===== src/rtl/sbmsg_pkg.sv =====
package sbmsg_pkg;

  localparam int PORT_W = 8;
  localparam int OP_W   = 8;
  localparam int WORD_W = 32;
  localparam int RID_W  = 16;
  localparam int CC_W   = 2;

  localparam logic [CC_W-1:0] CC_OK    = 2'd0;
  localparam logic [CC_W-1:0] CC_UNSUP = 2'd1;

  localparam logic [OP_W-1:0] OP_MEM_RD  = 8'd0;
  localparam logic [OP_W-1:0] OP_MEM_WR  = 8'd1;
  localparam logic [OP_W-1:0] OP_CFG_RD  = 8'd4;
  localparam logic [OP_W-1:0] OP_CFG_WR  = 8'd5;
  localparam logic [OP_W-1:0] OP_PRV_RD  = 8'd6;
  localparam logic [OP_W-1:0] OP_PRV_WR  = 8'd7;
  localparam logic [OP_W-1:0] OP_PAD_LCK = 8'd13;

  typedef struct packed {
    logic [PORT_W-1:0] port;
    logic [WORD_W-1:0] offset;
    logic [OP_W-1:0]   opcode;
    logic              posted;
    logic [3:0]        fbe;
    logic [2:0]        bar;
    logic [7:0]        fid;
    logic [WORD_W-1:0] payload;
  } sb_req_t;

  function automatic logic op_is_read(input logic [OP_W-1:0] op);
    return (op == OP_MEM_RD) || (op == OP_CFG_RD) || (op == OP_PRV_RD);
  endfunction

  function automatic logic op_is_write(input logic [OP_W-1:0] op);
    return (op == OP_MEM_WR) || (op == OP_CFG_WR) || (op == OP_PRV_WR);
  endfunction

  function automatic logic op_known(input logic [OP_W-1:0] op);
    return op_is_read(op) || op_is_write(op) || (op == OP_PAD_LCK);
  endfunction

endpackage


===== src/rtl/sbmsg_regs.sv =====
module sbmsg_regs
  import sbmsg_pkg::*;
#(
  parameter int HADDR_W   = 8,
  parameter int BASE_ADDR = 'hD0
) (
  input  logic               clk,
  input  logic               rst,
  input  logic               hst_we,
  input  logic               hst_re,
  input  logic [HADDR_W-1:0] hst_addr,
  input  logic [3:0]         hst_wstrb,
  input  logic [WORD_W-1:0]  hst_wdata,
  output logic [WORD_W-1:0]  hst_rdata,
  output logic               busy,
  output sb_req_t            req,
  input  logic               done,
  input  logic [CC_W-1:0]    done_code,
  input  logic               load_en,
  input  logic [WORD_W-1:0]  load_data
);

  localparam int W_ADDR = BASE_ADDR / 4;
  localparam int W_DATA = W_ADDR + 1;
  localparam int W_STAT = W_ADDR + 2;
  localparam int W_EXT  = W_ADDR + 3;
  localparam int WA_W   = HADDR_W - 2;

  logic [WORD_W-1:0] addr_q, data_q, ext_q;
  logic [RID_W-1:0]  rid_q;
  logic [OP_W-1:0]   op_q;
  logic              posted_q;
  logic [CC_W-1:0]   code_q;
  logic              busy_q;

  logic [WA_W-1:0] word;
  logic            aligned;
  logic            sel_addr, sel_data, sel_stat, sel_ext;
  logic            wr_ok;
  logic [OP_W-1:0] op_next;
  logic            posted_next;
  logic            go;

  function automatic logic [WORD_W-1:0] merge_bytes(input logic [WORD_W-1:0] cur,
                                                    input logic [WORD_W-1:0] wr,
                                                    input logic [3:0]        strb);
    logic [WORD_W-1:0] res;
    res = cur;
    for (int b = 0; b < 4; b++) begin
      if (strb[b]) res[b*8 +: 8] = wr[b*8 +: 8];
    end
    return res;
  endfunction

  assign word     = hst_addr[HADDR_W-1:2];
  assign aligned  = (hst_addr[1:0] == 2'b00);
  assign sel_addr = aligned && (word == W_ADDR[WA_W-1:0]);
  assign sel_data = aligned && (word == W_DATA[WA_W-1:0]);
  assign sel_stat = aligned && (word == W_STAT[WA_W-1:0]);
  assign sel_ext  = aligned && (word == W_EXT[WA_W-1:0]);

  // Every host write is dropped while a message is in flight.
  assign wr_ok       = hst_we && !busy_q;
  assign op_next     = hst_wstrb[1] ? hst_wdata[15:8] : op_q;
  assign posted_next = hst_wstrb[0] ? hst_wdata[7]    : posted_q;
  assign go          = hst_wstrb[0] && hst_wdata[0];

  always_ff @(posedge clk) begin
    if (rst) begin
      addr_q   <= '0;
      data_q   <= '0;
      ext_q    <= '0;
      rid_q    <= '0;
      op_q     <= '0;
      posted_q <= 1'b0;
      code_q   <= CC_OK;
      busy_q   <= 1'b0;
    end else begin
      if (wr_ok && sel_addr) addr_q <= merge_bytes(addr_q, hst_wdata, hst_wstrb);
      if (wr_ok && sel_data) data_q <= merge_bytes(data_q, hst_wdata, hst_wstrb);
      if (wr_ok && sel_ext)  ext_q  <= merge_bytes(ext_q, hst_wdata, hst_wstrb);
      if (wr_ok && sel_stat) begin
        op_q     <= op_next;
        posted_q <= posted_next;
        if (hst_wstrb[2]) rid_q[7:0]  <= hst_wdata[23:16];
        if (hst_wstrb[3]) rid_q[15:8] <= hst_wdata[31:24];
        if (go) begin
          // Unknown opcodes never launch; both paths show "not supported".
          code_q <= CC_UNSUP;
          busy_q <= op_known(op_next);
        end
      end
      if (done) begin
        busy_q <= 1'b0;
        code_q <= done_code;
        if (load_en) data_q <= load_data;
      end
    end
  end

  always_ff @(posedge clk) begin
    if (rst) begin
      hst_rdata <= '0;
    end else if (hst_re) begin
      hst_rdata <= '0;
      if (sel_addr) hst_rdata <= addr_q;
      if (sel_data) hst_rdata <= data_q;
      if (sel_ext)  hst_rdata <= ext_q;
      if (sel_stat) hst_rdata <= {rid_q, op_q, posted_q, 4'b0000, code_q, busy_q};
    end
  end

  assign busy        = busy_q;
  assign req.port    = addr_q[31:24];
  assign req.offset  = {ext_q[15:0], addr_q[15:0]};
  assign req.opcode  = op_q;
  assign req.posted  = posted_q;
  assign req.fbe     = rid_q[15:12];
  assign req.bar     = rid_q[10:8];
  assign req.fid     = rid_q[7:0];
  assign req.payload = op_is_write(op_q) ? data_q : '0;

  AST_FIELDS_FROZEN: assert property (@(posedge clk) disable iff (rst)
    (busy_q && $past(busy_q)) |-> ($stable(addr_q) && $stable(rid_q) && $stable(ext_q)
                                   && $stable(op_q) && $stable(posted_q))) else $error("fields changed while busy");

  AST_BUSY_OPCODE_KNOWN: assert property (@(posedge clk) disable iff (rst)
    busy_q |-> op_known(op_q)) else $error("busy with unknown opcode");

  AST_DONE_RETIRES: assert property (@(posedge clk) disable iff (rst)
    done |=> (!busy_q && code_q == $past(done_code))) else $error("retire did not clear busy");

  AST_DATA_ONLY_ON_LOAD: assert property (@(posedge clk) disable iff (rst)
    (busy_q && !load_en) |=> $stable(data_q)) else $error("data changed without load");

  AST_DONE_ONLY_BUSY: assert property (@(posedge clk) disable iff (rst)
    done |-> busy_q) else $error("retire while idle");

endmodule


===== src/rtl/sbmsg_ctrl.sv =====
module sbmsg_ctrl
  import sbmsg_pkg::*;
(
  input  logic              clk,
  input  logic              rst,
  input  logic              busy,
  input  logic [OP_W-1:0]   req_opcode,
  input  logic              req_posted,
  output logic              req_valid,
  input  logic              req_ready,
  input  logic              cpl_valid,
  input  logic [CC_W-1:0]   cpl_status,
  input  logic [WORD_W-1:0] cpl_data,
  output logic              done,
  output logic [CC_W-1:0]   done_code,
  output logic              load_en,
  output logic [WORD_W-1:0] load_data
);

  typedef enum logic [1:0] {ST_IDLE, ST_SEND, ST_WAIT} st_t;
  st_t state;

  logic accept, posted_done, cpl_done;

  assign accept      = (state == ST_SEND) && req_ready;
  assign posted_done = accept && req_posted;
  assign cpl_done    = (state == ST_WAIT) && cpl_valid;

  always_ff @(posedge clk) begin
    if (rst) begin
      state <= ST_IDLE;
    end else begin
      unique case (state)
        ST_IDLE: if (busy) state <= ST_SEND;
        ST_SEND: if (req_ready) state <= req_posted ? ST_IDLE : ST_WAIT;
        ST_WAIT: if (cpl_valid) state <= ST_IDLE;
        default: state <= ST_IDLE;
      endcase
    end
  end

  assign req_valid = (state == ST_SEND);
  assign done      = posted_done || cpl_done;
  assign done_code = posted_done ? CC_OK : cpl_status;
  assign load_en   = cpl_done && op_is_read(req_opcode) && (cpl_status == CC_OK);
  assign load_data = cpl_data;

  AST_REQ_NEEDS_BUSY: assert property (@(posedge clk) disable iff (rst)
    (state != ST_IDLE) |-> busy) else $error("request without busy");

  AST_REQ_HELD: assert property (@(posedge clk) disable iff (rst)
    (req_valid && !req_ready) |=> req_valid) else $error("request dropped before accept");

  AST_POSTED_NO_WAIT: assert property (@(posedge clk) disable iff (rst)
    (state == ST_WAIT) |-> !req_posted) else $error("posted request waiting");

endmodule


===== src/rtl/sbmsg_engine.sv =====
module sbmsg_engine
  import sbmsg_pkg::*;
#(
  parameter int HADDR_W   = 8,
  parameter int BASE_ADDR = 'hD0
) (
  input  logic               clk,
  input  logic               rst,
  input  logic               hst_we,
  input  logic               hst_re,
  input  logic [HADDR_W-1:0] hst_addr,
  input  logic [3:0]         hst_wstrb,
  input  logic [31:0]        hst_wdata,
  output logic [31:0]        hst_rdata,
  output logic               req_valid,
  input  logic               req_ready,
  output logic [7:0]         req_port,
  output logic [31:0]        req_offset,
  output logic [7:0]         req_opcode,
  output logic               req_posted,
  output logic [3:0]         req_fbe,
  output logic [2:0]         req_bar,
  output logic [7:0]         req_fid,
  output logic [31:0]        req_data,
  input  logic               cpl_valid,
  input  logic [1:0]         cpl_status,
  input  logic [31:0]        cpl_data
);

  sb_req_t           req;
  logic              busy;
  logic              done;
  logic [CC_W-1:0]   done_code;
  logic              load_en;
  logic [WORD_W-1:0] load_data;

  sbmsg_regs #(.HADDR_W(HADDR_W), .BASE_ADDR(BASE_ADDR)) u_regs (
    .clk       (clk),
    .rst       (rst),
    .hst_we    (hst_we),
    .hst_re    (hst_re),
    .hst_addr  (hst_addr),
    .hst_wstrb (hst_wstrb),
    .hst_wdata (hst_wdata),
    .hst_rdata (hst_rdata),
    .busy      (busy),
    .req       (req),
    .done      (done),
    .done_code (done_code),
    .load_en   (load_en),
    .load_data (load_data)
  );

  sbmsg_ctrl u_ctrl (
    .clk        (clk),
    .rst        (rst),
    .busy       (busy),
    .req_opcode (req.opcode),
    .req_posted (req.posted),
    .req_valid  (req_valid),
    .req_ready  (req_ready),
    .cpl_valid  (cpl_valid),
    .cpl_status (cpl_status),
    .cpl_data   (cpl_data),
    .done       (done),
    .done_code  (done_code),
    .load_en    (load_en),
    .load_data  (load_data)
  );

  assign req_port   = req.port;
  assign req_offset = req.offset;
  assign req_opcode = req.opcode;
  assign req_posted = req.posted;
  assign req_fbe    = req.fbe;
  assign req_bar    = req.bar;
  assign req_fid    = req.fid;
  assign req_data   = req.payload;

  AST_STEADY_REQUEST: assert property (@(posedge clk) disable iff (rst)
    (req_valid && !req_ready) |=> ($stable(req_port) && $stable(req_offset) && $stable(req_opcode)
                                   && $stable(req_data) && $stable(req_fid))) else $error("request fields moved");

endmodule


===== config.mk =====
export PLATFORM = sky130hd
export DESIGN_NAME = sbmsg_engine
export DESIGN_NICKNAME = d
export VERILOG_FILES = /design/src/rtl/sbmsg_pkg.sv /design/src/rtl/sbmsg_regs.sv /design/src/rtl/sbmsg_ctrl.sv /design/src/rtl/sbmsg_engine.sv
export SDC_FILE = /design/constraint.sdc
export NUM_CORES = 1
export LEC_CHECK = 0
export ABC_CLOCK_PERIOD_IN_PS = 3400
export CAP_MARGIN = 0
export CORE_MARGIN = 2
export CORE_UTILIZATION = 40
export CTS_CLUSTER_DIAMETER = 100
export CTS_CLUSTER_SIZE = 14
export DETAILED_ROUTE_END_ITERATION = 7
export GPL_TIMING_DRIVEN = 0
export PLACE_DENSITY = 0.68
export SLEW_MARGIN = 15
export SYNTH_ARGS = -nofsm -noshare
export SYNTH_HDL_FRONTEND = slang
export SYNTH_SLANG_ARGS = --single-unit

===== constraint.sdc =====
create_clock -name clk -period 3.4 [get_ports clk]
set_clock_uncertainty 0.1 [all_clocks]
set_input_delay 0.68 -clock clk [delete_from_list [all_inputs] [get_ports clk]]
set_output_delay 0.68 -clock clk [all_outputs]
set_load 0.05 [all_outputs]

==> metrics.txt <==
status=completed; CTS tree=done; initial core utilization=40.89%; Remaining DRCs=0; placed insts=1324; worst-skew pair later-pin latency=0.44 ns; first drt pass iteration count=6; Synth async-reset ratio=0%; Hold Slack=0.3689 ns; Max-cap violations=0; area occupied by multi-input gates=4101 µm²; FF+latch count, synth=158; largest net degree at the start of global routing=17; Post-synth EDFFs=0; Post-Synthesis Cells=853; CTS root buf=clkbuf_16; layout cells sized above 1=12.47%; post-synth cell types=45; pre-CTS setup slack=-0.2889 ns; Die Y=145.3 µm; final hold violations=0; Top FF cell, synth=dfxtp_1; ANT nets after route=0; Layout area overhead=37.91%; Synth warnings=0; GRT Overall Usage=25.86%; Worst setup SP type=flop; RSZ-0062 raised after global routing=no; wire per inst=20.49 µm; highest achievable clock rate=306.9 MHz; non-filler cells, final=1358; # nets final=1162; Final Max Tran Viols=0; total grt overflow=0; HP Class=reg -> reg; Ports=213; min-delay src=u_regs.hst_rdata[3]; R2R Path Start=u_regs.op_q[3]; hpwl dp=20420 µm; initial drt markers=576; Post-CTS Hold Buffers=0; Die Width=145.3 µm; Filler cells=1841; first-pass GRT wire length=43170 µm; row count=51; VDD IR max=352.9 µV; initial antenna violation count=2; Syn Nets=937; period utilisation layout=95.83%; CTS clk-pin slew, worst paths=0.06 ns; vias in the first global route=7388; sequential share of the synthesized area=39.62%; total core area=19530 µm²; total power=0.004405 W; critical path required time=2.62 ns; post-layout util=56.39%; crit path max fanout=10; minimum clock period=3.258 ns; final setup fails=0; Sequential Area=3163 µm²; final setup margin=0.1418 ns; RePlAce Congestion=0.8511; CP Class=reg -> out; H-Tree Depth=4; Clock Path Buffers=2; post_cts resized=85; CTS buffer count=17; crit end category=primary output; Avg Cell Area, Syn=9.360 µm²; CP startpoint=u_regs.op_q[4]; Clock Sinks=158; Relative slew margins=25.24%; final WL=27830 µm; die area=21110 µm²; Synth Cell Area=7984 µm²; Slew @ Worst Pin=1.120 ns; postcts setup bufs=0; Worst EP arrival=2.48 ns; via count=7547; Via density=5.557; Leakage=4.392 nW; I/O Buffers=206; ratio of total power to cell area=400.1 nW/µm²
[worst max-delay path, stage by stage (launching register included)]
cell and delay (ns):
dfxtp_1 0.36, nor4_4 0.40, o211a_1 0.37, clkbuf_2 0.30, and2_1 0.22, clkdlybuf4s15_2 0.39
[synthesized netlist by cell type, types with 2 or more instances]
cell type,n,area share [%]
a211oi_1,36,3.4
a21oi_1,32,2.0
a311oi_1,24,2.6
and2_1,35,2.7
and3b_1,5,0.55
buf_1,4,0.19
buf_2,8,0.50
buf_4,55,5.2
buf_6,2,0.28
clkbuf_1,62,2.9
dfxtp_1,158,40
inv_1,3,0.14
mux2i_1,157,20
nand2_1,2,0.094
nand2b_1,7,0.55
nand3_1,8,0.50
nand4_1,32,2.5
nor2_1,130,6.1
nor2b_1,4,0.31
nor3_1,4,0.25
nor4_1,3,0.24
nor4_4,5,1.3
o2bb2ai_1,32,3.5
o41ai_1,24,2.6
[cell type report]
type	count	share of cell area [%]
tap	265	3.011
clock inverter	11	1.693
inverter	3	0.1023
buffer	131	6.602
sequential	158	28.73
multi-input combinational	561	37.25
clock buffer	21	4.091
antenna	2	0.04545
timing repair buffer	206	18.48
[state kept, by name, indices dropped and copies added (netlist names)]
register and flops:
u_regs.addr_q 32, u_regs.data_q 32, u_regs.ext_q 32, u_regs.hst_rdata 32, u_regs.rid_q 16, u_regs.op_q 8, u_ctrl.state 2, u_regs.code_q 2
u_regs.busy 1, u_regs.posted_q 1
[worst paths after layout]
path | end | slack [ns] | cells after the start
setup / recovery | req_data[17] | 0.14 | 5
hold / removal | u_regs.hst_rdata[3] | 0.37 | 2
setup reg to reg | u_regs.data_q[9] | 0.79 | 5
hold reg to reg | u_regs.hst_rdata[3] | 0.37 | 2
[through the flow]
stage               TNS (ns)  area, µm²
global placement      -6.501      10380
detailed placement    -7.103      10380
global route               0      11010
CTS                        0      11050
finish                     0      11010
floorplan                  0       7984
[where the power goes]
part	leakage [nW]	switching [W]	internal (W)	total, W
clock network	0.311	0.000774	0.00132	0.00209
registers	1.28	0.00000938	0.00187	0.00188
logic	2.80	0.000274	0.000161	0.000436
[routing by layer]
metal	part of all wire, %	wire (µm)	track usage (%)	vias up
met1	45	12400	35.04	3601
li1	-	-	-	3551
met2	46	12740	41.49	351
met3	7.7	2135	5.220	44
met5	0	0	0	-
met4	2.0	554	7.892	0
[logic make-up after synthesis]
group / share of synthesized area, %
DFF: 39.62
and+or+nand+nor: 16.24
buffers and inverters: 9.199
AOI/OAI and AO/OA: 15.26
muxes: 19.68
[cell usage in the layout (no fill, tap or decap), types with 32 or more instances in the layout]
master           synthesis  routed
mux2i_1                157     157
nand4_1                 32      32
clkbuf_1                62      62
o2bb2ai_1               32      32
a211oi_1                36      36
buf_4                   55      55
a21oi_1                 32      32
nor2_1                 130     130
and2_1                  35      35
clkdlybuf4s50_1          0     174
dfxtp_1                158     158
Note: power is estimated with default switching activity, not from simulation.
